[src/rtl/rtc_pkg.sv]
package rtc_pkg;

  typedef enum logic [2:0] {
    RA_SEC    = 3'd0,
    RA_FRAC   = 3'd1,
    RA_ALARM  = 3'd2,
    RA_CTRL   = 3'd3,
    RA_STATUS = 3'd4
  } rtc_reg_e;

  localparam int CTRL_RUN_BIT = 0;
  localparam int CTRL_IRQ_BIT = 1;
  localparam int ST_ALARM_BIT = 0;
  localparam int ST_OVF_BIT   = 1;

endpackage

[src/rtl/rtc_time_count.sv]
module rtc_time_count #(
  parameter int SEC_W  = 32,
  parameter int FRAC_W = 15
) (
  input  logic              clk,
  input  logic              rst,
  input  logic              run,
  input  logic              sec_ld,
  input  logic [SEC_W-1:0]  sec_val,
  input  logic              frac_ld,
  input  logic [FRAC_W-1:0] frac_val,
  output logic [SEC_W-1:0]  sec_q,
  output logic [FRAC_W-1:0] frac_q,
  output logic              sec_wrap
);

  localparam logic [FRAC_W-1:0] FRAC_TOP = '1;
  localparam logic [SEC_W-1:0]  SEC_TOP  = '1;

  logic frac_carry;

  // a fraction load suppresses the carry from the old fraction
  assign frac_carry = run & ~frac_ld & (frac_q == FRAC_TOP);
  assign sec_wrap   = frac_carry & ~sec_ld & (sec_q == SEC_TOP);

  always_ff @(posedge clk) begin
    if (rst) begin
      frac_q <= '0;
      sec_q  <= '0;
    end else begin
      if (frac_ld)  frac_q <= frac_val;
      else if (run) frac_q <= frac_q + FRAC_W'(1);
      if (sec_ld)          sec_q <= sec_val;
      else if (frac_carry) sec_q <= sec_q + SEC_W'(1);
    end
  end

  AST_HOLD_IDLE: assert property (@(posedge clk) disable iff (rst)
    (!run && !sec_ld && !frac_ld) |=> ($stable(sec_q) && $stable(frac_q)));

endmodule

[src/rtl/rtc_alarm_match.sv]
module rtc_alarm_match #(
  parameter int SEC_W = 32
) (
  input  logic             clk,
  input  logic             rst,
  input  logic [SEC_W-1:0] sec_q,
  input  logic [SEC_W-1:0] alarm_q,
  output logic             hit_o
);

  localparam logic [SEC_W-1:0] UNSET = '1;

  logic match_now;
  logic match_d;

  assign match_now = (sec_q == alarm_q) && (alarm_q != UNSET);
  assign hit_o     = match_now & ~match_d;

  always_ff @(posedge clk) begin
    if (rst) match_d <= 1'b0;
    else     match_d <= match_now;
  end

endmodule

[src/rtl/rtc_sec_alarm.sv]
module rtc_sec_alarm
  import rtc_pkg::*;
#(
  parameter int SEC_W  = 32,
  parameter int FRAC_W = 15
) (
  input  logic              clk,
  input  logic              rst,
  input  logic              wr_en,
  input  logic [2:0]        wr_addr,
  input  logic [SEC_W-1:0]  wr_data,
  input  logic              fail_in,
  input  logic              nonvalid_in,
  input  logic              lock_hard,
  input  logic              lock_soft,
  output logic [SEC_W-1:0]  sec_o,
  output logic [FRAC_W-1:0] frac_o,
  output logic              alarm_flag_o,
  output logic              ovf_flag_o,
  output logic              alarm_irq_o
);

  localparam logic [SEC_W-1:0]  ALARM_UNSET = '1;
  localparam logic [SEC_W-1:0]  SEC_TOP     = '1;
  localparam logic [FRAC_W-1:0] FRAC_TOP    = '1;

  logic              locked;
  logic              sec_wr, frac_wr, alarm_wr, ctrl_wr, st_wr;
  logic              sec_ok, frac_ok;
  logic              en_q, ien_q, armed_q;
  logic              ien_nxt, alarm_nxt, ovf_nxt;
  logic [SEC_W-1:0]  alarm_q;
  logic              run;
  logic              sec_wrap;
  logic              hit;
  logic              unused_data;

  assign unused_data = ^wr_data;

  // write decode
  assign locked   = lock_hard | lock_soft;
  assign sec_wr   = wr_en && (wr_addr == RA_SEC);
  assign frac_wr  = wr_en && (wr_addr == RA_FRAC);
  assign alarm_wr = wr_en && (wr_addr == RA_ALARM);
  assign ctrl_wr  = wr_en && (wr_addr == RA_CTRL);
  assign st_wr    = wr_en && (wr_addr == RA_STATUS);
  assign sec_ok   = sec_wr  & ~locked & ~fail_in;
  assign frac_ok  = frac_wr & ~locked & ~fail_in;

  assign run = en_q & armed_q & ~ovf_flag_o & ~nonvalid_in & ~fail_in;

  rtc_time_count #(.SEC_W(SEC_W), .FRAC_W(FRAC_W)) u_count (
    .clk      (clk),
    .rst      (rst),
    .run      (run),
    .sec_ld   (sec_ok),
    .sec_val  (wr_data),
    .frac_ld  (frac_ok),
    .frac_val (wr_data[FRAC_W-1:0]),
    .sec_q    (sec_o),
    .frac_q   (frac_o),
    .sec_wrap (sec_wrap)
  );

  rtc_alarm_match #(.SEC_W(SEC_W)) u_match (
    .clk     (clk),
    .rst     (rst),
    .sec_q   (sec_o),
    .alarm_q (alarm_q),
    .hit_o   (hit)
  );

  // a new event wins over a clear in the same cycle
  assign alarm_nxt = hit | (alarm_flag_o & ~(st_wr & wr_data[ST_ALARM_BIT]));
  assign ovf_nxt   = sec_wrap | (ovf_flag_o & ~(st_wr & wr_data[ST_OVF_BIT]));
  assign ien_nxt   = ctrl_wr ? wr_data[CTRL_IRQ_BIT] : ien_q;

  always_ff @(posedge clk) begin
    if (rst) begin
      alarm_q      <= ALARM_UNSET;
      en_q         <= 1'b0;
      ien_q        <= 1'b0;
      armed_q      <= 1'b0;
      alarm_flag_o <= 1'b0;
      ovf_flag_o   <= 1'b0;
      alarm_irq_o  <= 1'b0;
    end else begin
      if (alarm_wr) alarm_q <= wr_data;
      if (ctrl_wr && !locked) en_q <= wr_data[CTRL_RUN_BIT];
      ien_q <= ien_nxt;
      if (nonvalid_in) armed_q <= 1'b0;
      else if (sec_ok) armed_q <= 1'b1;
      alarm_flag_o <= alarm_nxt;
      ovf_flag_o   <= ovf_nxt;
      alarm_irq_o  <= alarm_nxt & ien_nxt;
    end
  end

  AST_FAIL_FREEZE: assert property (@(posedge clk) disable iff (rst)
    fail_in |=> ($stable(sec_o) && $stable(frac_o)));

  AST_OVF_HOLD: assert property (@(posedge clk) disable iff (rst)
    (ovf_flag_o && !wr_en) |=> $stable(frac_o));

  AST_WRAP_SETS_OVF: assert property (@(posedge clk) disable iff (rst)
    (run && sec_o == SEC_TOP && frac_o == FRAC_TOP && !wr_en) |=> ovf_flag_o);

  AST_LOCK_KEEPS_EN: assert property (@(posedge clk) disable iff (rst)
    (locked && ctrl_wr) |=> $stable(en_q));

  AST_IRQ_NEEDS_FLAG: assert property (@(posedge clk) disable iff (rst)
    alarm_irq_o |-> alarm_flag_o);

  AST_UNSET_QUIET: assert property (@(posedge clk) disable iff (rst)
    (alarm_q == ALARM_UNSET && !alarm_flag_o) |=> !alarm_flag_o);

endmodule

[config.mk]
export PLATFORM = sky130hd
export DESIGN_NAME = rtc_sec_alarm
export DESIGN_NICKNAME = d
export VERILOG_FILES = /design/src/rtl/rtc_pkg.sv /design/src/rtl/rtc_time_count.sv /design/src/rtl/rtc_alarm_match.sv /design/src/rtl/rtc_sec_alarm.sv
export SDC_FILE = /design/constraint.sdc
export NUM_CORES = 1
export LEC_CHECK = 0
export BUFFER_PORTS_ARGS = -buffer_cell sky130_fd_sc_hd__buf_2
export CAP_MARGIN = 20
export CORE_MARGIN = 3
export CORE_UTILIZATION = 41
export DETAILED_ROUTE_END_ITERATION = 10
export PLACE_DENSITY = 0.74
export SYNTH_ARGS = -nofsm -noshare
export SYNTH_HDL_FRONTEND = slang
export SYNTH_SLANG_ARGS = --single-unit
[constraint.sdc]
create_clock -name clk -period 3.57 [get_ports clk]
set_clock_uncertainty 0.05 [all_clocks]
set_input_delay 0.1785 -clock clk [delete_from_list [all_inputs] [get_ports clk]]
set_output_delay 0.1785 -clock clk [all_outputs]
set_load 0.01 [all_outputs]
# Yosys cells after proc, flatten, opt, wreduce, memory -nomap -nowiden
# Index checks and enable logic that the tools add are counted.
dict set report classes {
  n_addsub 2
  n_bitwise 30
  eq_ne 8
  muxes 5
  n_reduce_logical 12
}
# op count
set ops {}
lappend ops {{$mux 32} 2}
lappend ops {{$add 32x1->32 const B} 1}
lappend ops {{$eq 32x32->1} 1}
lappend ops {{$eq 32x32->1 const B} 1}
lappend ops {{$ne 32x32->1 const B} 1}
lappend ops {{$mux 15} 2}
lappend ops {{$and 1x1->1} 18}
lappend ops {{$add 15x1->15 const B} 1}
lappend ops {{$eq 15x15->1 const B} 1}
lappend ops {{$not 1->1} 9}
lappend ops {{$logic_and 1x1->1} 7}
lappend ops {{$eq 3x2->1 const B} 2}
lappend ops {{$reduce_bool 2->1} 2}
lappend ops {{$eq 3x1->1 const B} 1}
lappend ops {{$eq 3x3->1 const B} 1}
lappend ops {{$logic_not 3->1} 1}
lappend ops {{$or 1x1->1} 3}
lappend ops {{$reduce_or 2->1} 1}
lappend ops {{$logic_not 1->1} 1}
lappend ops {{$mux 1} 1}
dict set report word_totals {
  in_bits 42
  elab_cells 67
  regBits 86
  output_inout_bits 50
}

# Logic depth before layout (Yosys ltp)
# Gate-level depths: netlist of the first run.
dict set report logic_depth {
  word_depth 10
  depth_mapped 8
  ltp_nobuf 6
}

# By module
# From an unflattened synthesis of the first run, not the netlist that was laid out.
dict set report unflattened {
  hier_cells 569
  hier_area_um2 4976.0
}
# mod cells_each seq_area_each_um2 area_per_inst_um2 n_inst
set modules_own_cells {}
lappend modules_own_cells {rtc_time_count 378 940.9 3007.9 1}
lappend modules_own_cells {rtc_sec_alarm 135 760.7 1498.9 1}
lappend modules_own_cells {rtc_alarm_match 56 20.0 469.2 1}

# Worst setup path before layout of the first run
# No wires, ideal clock.
dict set report synth_path {
  path_kind {flip-flop to flip-flop}
  start {register u_count.frac_q[0]}
  end {register u_count.sec_q[23]}
  path_buffers 1
  period_less_slack_ns 2.599
  t_required_ns 3.429
  stages_incl_launch_ff 8
  path_slack_ns 0.971
  arrival_ns 2.458
  setup_ns 0.091
  path_cell_list {dfxtp_1 ha_1 nor4b_4 nand4_4 or4_1 buf_2 or4_1 a311oi_1}
}
dict set report synth_via {
  elab_chain_cells 3
}
# element line_no
set synth_lines {}
lappend synth_lines {{from (decl)} rtc_time_count.sv:13} ;# output logic [FRAC_W-1:0] frac_q,
lappend synth_lines {{from (signal assigned)} rtc_time_count.sv:31} ;# if (frac_ld) frac_q <= frac_val;
lappend synth_lines {{from (signal assigned)} rtc_time_count.sv:32} ;# else if (run) frac_q <= frac_q + FRAC_W'(1);
lappend synth_lines {{$eq 15x15->1} rtc_time_count.sv:23} ;# assign frac_carry = run & ~frac_ld & (frac_q == FRAC_TOP);
lappend synth_lines {{$and 1x1->1} rtc_time_count.sv:23}
lappend synth_lines {{$reduce_bool 2->1 (no line)} n/a}
lappend synth_lines {{to (signal assigned)} rtc_time_count.sv:33} ;# if (sec_ld) sec_q <= sec_val;
lappend synth_lines {{to (signal assigned)} rtc_time_count.sv:34} ;# else if (frac_carry) sec_q <= sec_q + SEC_W'(1);
lappend synth_lines {{to (decl)} rtc_time_count.sv:12} ;# output logic [SEC_W-1:0] sec_q,
# No other way between the ends.
# A chain may end at the register's enable or synchronous reset.

# Final worst setup path of the first run
dict set report layout_path {
  start {input port nonvalid_in}
  end {register u_count.sec_q[31]}
}
dict set report layout_via {
  elab_chain_cells 6
}
# element line_no
set layout_lines {}
lappend layout_lines {{from (decl)} rtc_sec_alarm.sv:13} ;# input logic nonvalid_in,
lappend layout_lines {{$not 1->1} rtc_sec_alarm.sv:50} ;# assign run = en_q & armed_q & ~ovf_flag_o & ~nonvalid_in & ~fail_in;
lappend layout_lines {{$and 1x1->1 (2 in series)} rtc_sec_alarm.sv:50}
lappend layout_lines {{$and 1x1->1 (2 in series)} rtc_time_count.sv:23}
lappend layout_lines {{$reduce_bool 2->1 (no line)} n/a}
# No other way between the ends.

==> results by group, run 1 <==
Die
  • Die H: 112 µm
  • Boundary Pins: 92
  • Core Area: 10600 µm²
  • # rows: 37
  • DIE AREA: 12500 µm²
  • Starting density of the core: 43.3%
  • Die width: 112 µm

Worst setup path
  • CP max stage cell: or4_1
  • Worst R2R Path Depth: 6
  • Startpoint class of the critical path: primary input
  • Cell mode on critical path: or4_1
  • CP delay by family, top: simple AND/OR/NAND/NOR gates
  • Reg2reg setup slack: 0.51 ns
  • Critical path class: in -> reg
  • Crit-path max cell delay: 0.86 ns
  • Required @ worst endpoint: 3.79 ns
  • Buffers plus inverters on the worst setup path: 2
  • Critical path cell sequence: dlygate4sd3_1 -> buf_2 -> nor4b_4 -> nand4_4 -> or4_1 -> or4_1 -> a311oi_1
  • Crit Reg-Reg Startpoint: u_count.frac_q[0]
  • Critical Path Sink Type: flip-flop
  • Arrival @ worst endpoint: 3.28 ns
  • Reg2reg end: u_count.sec_q[31]
  • CP max FO: 19

Final layout
  • Syn-to-layout area delta: 19.3%
  • Fillers: 1016
  • Layout cells sized above 1: 16.9%
  • N_diodes: 0
  • Final std cells w/o fill: 793
  • Final Net Count: 697
  • Area of the multi-input gates: 2680 µm²
  • Reg area: 1720 µm²

Worst hold path
  • Worst Hold Depth: 3
  • Worst Hold Launch: wr_data[3]
  • Worst Hold Path EP: alarm_q[3]
  • Hold WC Path Type: in -> reg

GRT
  • GRT busiest layer: met2
  • First-pass GRT wire length: 22500 µm
  • Number of global-route vias before repair: 4425
  • Largest net degree at the start of global routing: 58
  • Met2 Track Usage GR: 36.2%
  • GRT overflow: 0
  • Total GRT Usage: 22.2%
  • Met3 Use GR: 2.99%
  • Antenna violations before repair: 0
  • Met1 global-route usage: 29.4%

Job
  • Number of max-cap violations: 0

Synthesis
  • Synth warn: 0
  • Number of flops mapped to enable cells by yosys: 0
  • Net Count, Synth: 613
  • Syn Area/Cell: 8.06 µm²
  • Sequential-to-total area share from yosys stat: 37.5%
  • Synthesized cell area: 4590 µm²
  • FF+latch count, synth: 86
  • Synth cell types: 36
  • Primary FF master, synth: dfxtp_1
  • Ys async rst share: 0%
  • Gate Count Post-Synth: 569

Placement
  • Port Buf Inserts: 91
  • DPL Wire Length: 9890 µm
  • Placed cells: 764
  • GP Congestion: 0.901
  • Worst slack, placed: 0.532 ns

Clock network
  • Root Buffer: clkbuf_8
  • Post-cts repair resize count: 0
  • Worst-Skew Late Latency: 0.37 ns
  • Setup bufs post-CTS: 0
  • Clk sinks: 86
  • Total CTS buffers: 9
  • Number of H-tree levels: 3
  • Clock Path Buffers: 2
  • Clock transition at path regs: 0.09 ns
  • TritonCTS clock tree: done

Pwr
  • Combinational share of power: 8.3%
  • Sequential power share: 52.7%
  • VDD IR max: 167 µV
  • Sw frac: 24.2%
  • Sw power: 0.459 mW
  • Clk pwr share: 39.0%
  • Internal cell power: 1.44 mW
  • Power Dens Cells: 347 nW/µm²
  • Leak pwr: 2.09 nW

STA
  • Max Freq: 327 MHz
  • Final setup TNS: 0 ns
  • Slew Viols, Final: 0
  • Slew HR: 32.2%
  • Worst setup margin: 0.509 ns
  • Final setup viols: 0
  • Crit path time final: 3.06 ns
  • Unrepaired setup endpoints after global routing: no
  • Fin. Hold Viols: 0
  • Worst Max-Slew Pin Slew: 1.01 ns
  • WHS: 0.0118 ns
  • Fin crit share: 85.8%

Route
  • DR pass1 iterations: 5
  • Overall routed net length: 13900 µm
  • DR iter-0 viols: 359
  • DRC violation count after routing: 0
  • Vias: 4610
  • Drt via density: 5.81
  • Final ANT Viol Nets: 0
  • Routed len/inst: 17.5 µm

Run status
  • Outcome: completed
==> per-layer routing <==
layer / routed length, µm / vias to the layer above
li1: - / 2232
met1: 6230 / 2188
met2: 6610 / 162
met3: 684 / 28
met4: 341 / 0
met5: 0 / -
==> stage by stage <==
stage	util, %	power, mW	instance area (µm²)
final	51.6	1.90	5470
after global routing	51.6	1.95	5470
after CTS	51.5	1.91	5460
after detailed placement	48.4	1.17	5130
after global placement	48.1	1.16	5100
after floorplan	-	1.09	4590
==> cells by family after synthesis <==
kind of cell | after synthesis | synth area share, %
muxes | 2 | 0.436
buffers and inverters | 49 | 4.09
xor gates and xnor gates | 53 | 10.1
adders and majority gates | 2 | 0.545
DFF | 86 | 37.5
AOI/OAI and AO/OA | 77 | 12.4
and+or+nand+nor | 300 | 34.9
==> placed cells by master (no fill, tap or decap), types with 2 or more instances in the layout <==
cell type,Yosys,routed
bufinv_16,0,2
mux2i_1,2,2
xnor2_1,51,51
a21oi_1,2,2
nor4_1,11,11
nand2_1,89,88
xor2_1,2,2
dfxtp_1,86,86
clkbuf_8,0,9
nor2_1,58,58
or4_1,16,16
nand3b_1,33,33
and4_1,6,6
nand4_1,29,29
or3_1,16,16
inv_1,13,13
clkbuf_1,33,2
a211oi_1,21,21
and2_1,4,4
o21ai_0,16,16
nand3_1,15,15
nor3_1,10,10
dlygate4sd3_1,0,14
and3_1,4,4
a311oi_1,25,25
buf_4,0,3
buf_2,3,91
ha_1,2,2
nor3b_1,3,3
o31ai_1,9,9
==> power by group through the flow <==
stage               Clock, mW  Combinational [mW]  Sequential [mW]
global route            0.776               0.173             1.00
CTS                     0.751               0.155             1.00
global placement            0               0.140             1.02
floorplan                   0              0.0758             1.02
finish                  0.741               0.157             1.00
detailed placement          0               0.143             1.02
==> worst reg2reg max path: cells and delay by family, from the launching register on <==
family / cells / cell delay, ns
compound gates: 1 / 0.28
fa+ha+maj: 1 / 0.17
flops: 1 / 0.40
simple gates: 4 / 2.07
==> worst max path at each step <==
stage | slack (ns) | cells past startpoint | endpoint | startpoint
after global placement | 0.64 | 6 | u_count.sec_q[31] | u_count.frac_q[0]
final | 0.51 | 7 | u_count.sec_q[31] | nonvalid_in
after floorplan | 0.97 | 7 | u_count.sec_q[23] | u_count.frac_q[0]
after detailed placement | 0.53 | 6 | u_count.sec_q[31] | u_count.frac_q[0]
after global routing | 0.27 | 6 | u_count.sec_q[31] | u_count.frac_q[0]
after CTS | 0.51 | 6 | u_count.sec_q[31] | u_count.frac_q[0]
==> cells in the mapped netlist (all sizes together) (10+ instances only) <==
library cell  instances  area share [%]
nand2                89             7.3
a311oi               25             4.8
clkbuf               33             2.7
inv                  13             1.1
o21ai                16             1.7
nand3b               33             5.4
xnor2                51             9.7
nand3                15             1.6
dfxtp                86              38
or4                  16             2.6
nor2                 58             4.7
nand4                30             4.4
or3                  16             2.2
a211oi               21             3.4
nor3                 10             1.1
nor4                 11             1.5
==> what timing repair did <==
action | CTS | global route
hold buffers | 13 | 1
setup endpoints to repair | 0 | 0
endpoints found under the hold margin | 13 | 1
==> state kept, by name, indices dropped and copies added (netlist names) <==
name             count
u_count.frac_q      15
alarm_flag_o         1
ien_q                1
alarm_q             32
armed_q              1
ovf_flag_o           1
en_q                 1
u_match.match_d      1
u_count.sec_q       32
alarm_irq_o          1
==> final cells by class <==
type	count	share of cell area, %
Clock inverter	4	1.33
Inverter	13	0.892
Timing Repair Buffer	109	11.8
Clock buffer	11	2.40
Tap cell	136	3.11
Sequential cell	86	31.5
Multi-Input combinational cell	434	49.0
Power figures use the tool's default switching activity.
==> run 2, diff against run 1 <==
--- a/config.mk
+++ b/config.mk
@@ -10,7 +10,7 @@
 export CORE_MARGIN = 3
 export CORE_UTILIZATION = 41
 export DETAILED_ROUTE_END_ITERATION = 10
-export PLACE_DENSITY = 0.74
+export PLACE_DENSITY = 0.65
 export SYNTH_ARGS = -nofsm -noshare
 export SYNTH_HDL_FRONTEND = slang
 export SYNTH_SLANG_ARGS = --single-unit
==> results by group, run 2 (synthesized netlist as in run 1, its figures left out) <==
Run status
  • Outcome: completed

Worst setup path
  • Required @ worst endpoint: 3.78 ns
  • Crit-path max cell delay: 0.86 ns
  • CP max stage cell: or4_1
  • Startpoint class of the critical path: primary input
  • Critical Path Sink Type: flip-flop
  • Cell mode on critical path: or4_1
  • Arrival @ worst endpoint: 3.30 ns
  • Buffers plus inverters on the worst setup path: 2
  • CP delay by family, top: simple AND/OR/NAND/NOR gates
  • Critical path class: in -> reg
  • CP max FO: 19
  • Critical path cell sequence: dlygate4sd3_1 -> buf_2 -> nor4b_4 -> nand4_4 -> or4_1 -> or4_1 -> a311oi_1

GRT
  • Largest net degree at the start of global routing: 65
  • Number of global-route vias before repair: 4277
  • Antenna violations before repair: 0
  • Total GRT Usage: 21.9%
  • First-pass GRT wire length: 22300 µm
  • GRT overflow: 0

Placement
  • DPL Wire Length: 9910 µm
  • GP Congestion: 0.846
  • Port Buf Inserts: 91
  • Post-DP Area: 5130 µm²

Job
  • Number of max-cap violations: 0

STA
  • Fin. Hold Viols: 0
  • Fin crit share: 86.5%
  • Worst Max-Slew Pin Slew: 0.976 ns
  • Final setup viols: 0
  • Slew Viols, Final: 0
  • Crit path time final: 3.09 ns
  • Unrepaired setup endpoints after global routing: no
  • Max Freq: 324 MHz
  • Final setup TNS: 0 ns
  • Slew HR: 34.7%

Pwr
  • Combinational share of power: 8.7%
  • Sequential power share: 55.9%
  • Internal cell power: 1.33 mW
  • VDD IR max: 198 µV
  • Power Dens Cells: 329 nW/µm²
  • Clk pwr share: 35.4%
  • Sw frac: 25.5%
  • Design Power: 1.79 mW
  • Leak pwr: 2.07 nW
  • Sw power: 0.456 mW

Route
  • Vias: 4580
  • Final ANT Viol Nets: 0
  • Overall routed net length: 13700 µm
  • DR pass1 iterations: 5
  • DR iter-0 viols: 315
  • Routed len/inst: 17.4 µm
  • Drt via density: 5.78
  • DRC violation count after routing: 0

Final layout
  • Layout cells sized above 1: 17.1%
  • Final Util: 51.3%
  • Final Net Count: 697
  • Syn-to-layout area delta: 18.6%
  • Top flop regs: alarm_q: 32 flops, u_count.sec_q: 32 flops, u_count.frac_q: 15 flops
  • Leading cell type in the layout, fill and taps excluded: buf_2
  • Post-route cell area: 5440 µm²
  • N_diodes: 0
  • Most frequent cells in the layout: buf_2 (91), nand2_1 (88), dfxtp_1 (86)

Clock network
  • Total CTS buffers: 9
  • Worst-Skew Late Latency: 0.36 ns
  • Number of H-tree levels: 3
  • Clock Path Buffers: 2
  • Root Buffer: clkbuf_8
  • TritonCTS clock tree: done
  • Clk sinks: 86
  • Clock transition at path regs: 0.08 ns

Die
  • Die H: 112 µm
  • Die width: 112 µm
  • Starting density of the core: 43.3%
  • # rows: 37
  • Core Area: 10600 µm²
  • DIE AREA: 12500 µm²
  • Boundary Pins: 92

Worst hold path
  • Hold WC Path Type: in -> reg
==> run 2: layer usage <==
layer	up-vias	track usage, %	part of all wire, %
met2	162	35.5	47
met3	22	4.62	6.6
met1	2162	29.3	44
met5	-	0	0
met4	0	6.65	1.7
li1	2234	-	-
==> run 2: what timing repair did <==
item	4_1_cts	5_1_grt
setup endpoints to repair	0	0
hold buffers	13	1
hold endpoints to repair	13	1
gates resized for setup	0	0
setup buffers	0	0
==> run 2: metrics by stage <==
step	worst slack, ns	std cells	hold slack, ns
after CTS	0.475	791	0.00123
final	0.483	792	0.00909
after detailed placement	0.503	764	0.361
after global placement	0.626	763	0.354
after floorplan	0.971	569	0.208
after global routing	0.287	792	0.0138
==> run 2: power groups by stage <==
stage | logic [mW] | registers [mW] | clock network (mW)
after CTS | 0.155 | 1.00 | 0.641
final | 0.156 | 1.00 | 0.633
after detailed placement | 0.143 | 1.02 | 0
after global routing | 0.172 | 1.00 | 0.682
after global placement | 0.140 | 1.02 | 0
after floorplan | 0.0758 | 1.02 | 0
==> run 2: layout make-up <==
cell class                 count  area, µm²
clock buffer                  11        151
clock inverter                 3       21.3
fill                        1027       5160
inverter                      13       48.8
multi-input combinational    434       2680
sequential                    86       1720
tap                          136        170
timing repair buffer         109        646
==> run 2: worst paths after layout <==
path	startpoint	to	slack [ns]	cells past startpoint
worst max-delay path	nonvalid_in	u_count.sec_q[25]	0.48	7
worst min register to register	alarm_q[14]	alarm_q[14]	0.46	2
worst min-delay path	wr_data[25]	alarm_q[25]	0.009	3
worst max register to register	u_count.frac_q[0]	u_count.sec_q[25]	0.49	6
==> run 2: tightest hold or removal path, cell delays in order <==
cell and delay [ns]:
buf_2 0.09, nand2_1 0.05, nand3b_1 0.07
==> run 3, diff against run 2 <==
--- a/config.mk
+++ b/config.mk
@@ -7,8 +7,10 @@
 export LEC_CHECK = 0
 export BUFFER_PORTS_ARGS = -buffer_cell sky130_fd_sc_hd__buf_2
 export CAP_MARGIN = 20
+export CORE_ASPECT_RATIO = 0.5
 export CORE_MARGIN = 3
 export CORE_UTILIZATION = 41
+export CTS_BUF_LIST = sky130_fd_sc_hd__clkbuf_2
 export DETAILED_ROUTE_END_ITERATION = 10
 export PLACE_DENSITY = 0.65
 export SYNTH_ARGS = -nofsm -noshare
==> results by group, run 3 (synthesized netlist as in run 1, its figures left out) <==
Pwr
  • VDD IR max: 150 µV
  • Leak pwr: 2.17 nW
  • Power Dens Cells: 309 nW/µm²

Worst setup path
  • CP max FO: 19
  • Arrival @ worst endpoint: 3.50 ns
  • Startpoint class of the critical path: flip-flop
  • Critical path class: reg -> reg
  • Required @ worst endpoint: 4.01 ns
  • Critical Path Sink Type: flip-flop

Clock network
  • Total CTS buffers: 9
  • TritonCTS clock tree: done
  • Root Buffer: clkbuf_2
  • Number of H-tree levels: 3
  • Clk sinks: 86
  • Clock transition at path regs: 0.24 ns
  • Worst-Skew Late Latency: 0.57 ns
  • Clock Path Buffers: 2

Run status
  • Outcome: completed

Final layout
  • Final std cells w/o fill: 821
  • Leading cell type in the layout, fill and taps excluded: buf_2
  • Most frequent cells in the layout: buf_2 (91), nand2_1 (88), dfxtp_1 (86)
  • N_diodes: 0
  • Top flop regs: alarm_q: 32 flops, u_count.sec_q: 32 flops, u_count.frac_q: 15 flops
  • Final Net Count: 721
  • Layout cells sized above 1: 16.3%
  • Syn-to-layout area delta: 22.8%

Worst hold path
  • Hold WC Path Type: in -> reg

Route
  • Vias: 4542
  • DRC violation count after routing: 0
  • DR iter-0 viols: 250
  • Overall routed net length: 13900 µm
  • Final ANT Viol Nets: 0
  • Routed len/inst: 16.9 µm
  • Drt via density: 5.53
  • DR pass1 iterations: 4

Job
  • Number of max-cap violations: 0

GRT
  • GRT overflow: 0
  • Met2 Track Usage GR: 35.3%
  • Total GRT Usage: 22.5%
  • Antenna violations before repair: 0
  • Number of global-route vias before repair: 4327
  • Met3 Use GR: 5.27%
  • First-pass GRT wire length: 22500 µm
  • GRT busiest layer: met2
  • Largest net degree at the start of global routing: 65
  • Met1 global-route usage: 31.9%

STA
  • Final setup viols: 0
  • Final setup TNS: 0 ns
  • Crit path time final: 3.06 ns
  • Fin. Hold Viols: 0
  • Worst Max-Slew Pin Slew: 0.940 ns
  • Slew Viols, Final: 0
  • Slew HR: 37.2%
  • Max Freq: 327 MHz
  • Unrepaired setup endpoints after global routing: no
  • Fin crit share: 85.7%

Die
  • Core Area: 10500 µm²
  • # rows: 26
  • Boundary Pins: 92
  • DIE AREA: 12600 µm²
  • Die width: 156 µm
  • Starting density of the core: 43.5%
  • Die H: 80.8 µm

Placement
  • GP Congestion: 0.869
  • Placed cells: 768
  • DPL Wire Length: 9640 µm
  • Port Buf Inserts: 91
-- run 3: cell types whose count changed in the layout (fill, tap and decap cells not counted), sizes merged --
cell         delta
clkinvlp        -1
dlygate4sd3    +24
clkbuf          -2
bufinv          +2
clkinv          +2
-- run 3: what timing repair did --
item,CTS,global route
resized for setup,0,0
hold buffers,38,0
setup buffers,0,0
hold endpoints to repair,84,0
-- run 3: area by class of cell --
type | count | area [µm²]
Inverter | 13 | 48.8
Fill cell | 1014 | 4910
Clock buffer | 9 | 45.0
Tap cell | 140 | 175
Sequential cell | 86 | 1720
Timing Repair Buffer | 133 | 886
Clock inverter | 6 | 77.6
Multi-Input combinational cell | 434 | 2680
-- run 3: power breakdown --
| group | internal (mW) | total, mW | leakage (nW) | switching [mW] |
|---|---|---|---|---|
| Clock | 0.221 | 0.558 | 0.0766 | 0.337 |
| Combinational | 0.0888 | 0.176 | 1.39 | 0.0871 |
| Sequential | 0.981 | 1.00 | 0.697 | 0.0234 |
| Total | 1.29 | 1.74 | 2.17 | 0.448 |
-- run 3: path summary, 6_finish.rpt --
check,cells past startpoint,slack (ns),endpoint,from
worst max register to register,6,0.51,u_count.sec_q[27],u_count.frac_q[0]
worst min-delay path,5,0.06,ovf_flag_o,wr_en
worst max-delay path,6,0.51,u_count.sec_q[27],u_count.frac_q[0]
worst min register to register,2,0.46,alarm_q[30],alarm_q[30]
-- run 3: metrics by stage --
step / worst slack (ns) / total power [mW] / hold slack [ns] / cell area (µm²) / util [%]
after floorplan: 0.971 / 1.09 / 0.208 / 4590 / -
after global placement: 0.647 / 1.16 / 0.357 / 5100 / 48.4
after detailed placement: 0.578 / 1.17 / 0.362 / 5130 / 48.7
after CTS: 0.520 / 1.75 / 0.0384 / 5630 / 53.5
after global routing: 0.278 / 1.80 / 0.0970 / 5630 / 53.5
final: 0.510 / 1.74 / 0.0569 / 5630 / 53.5
-- run 3: routing by layer --
layer / vias to the layer above / routed length, µm
met3: 13 / 869
met5: - / 0
li1: 2278 / -
met4: 0 / 126
met1: 2126 / 6940
met2: 125 / 5970
-- run 3: critical path, cell delays in order (launching register included) --
cell and delay [ns]:
dfxtp_1 0.44, ha_1 0.18, nor4b_4 0.39, nand4_4 0.21, or4_1 0.86, or4_1 0.59, a311oi_1 0.26
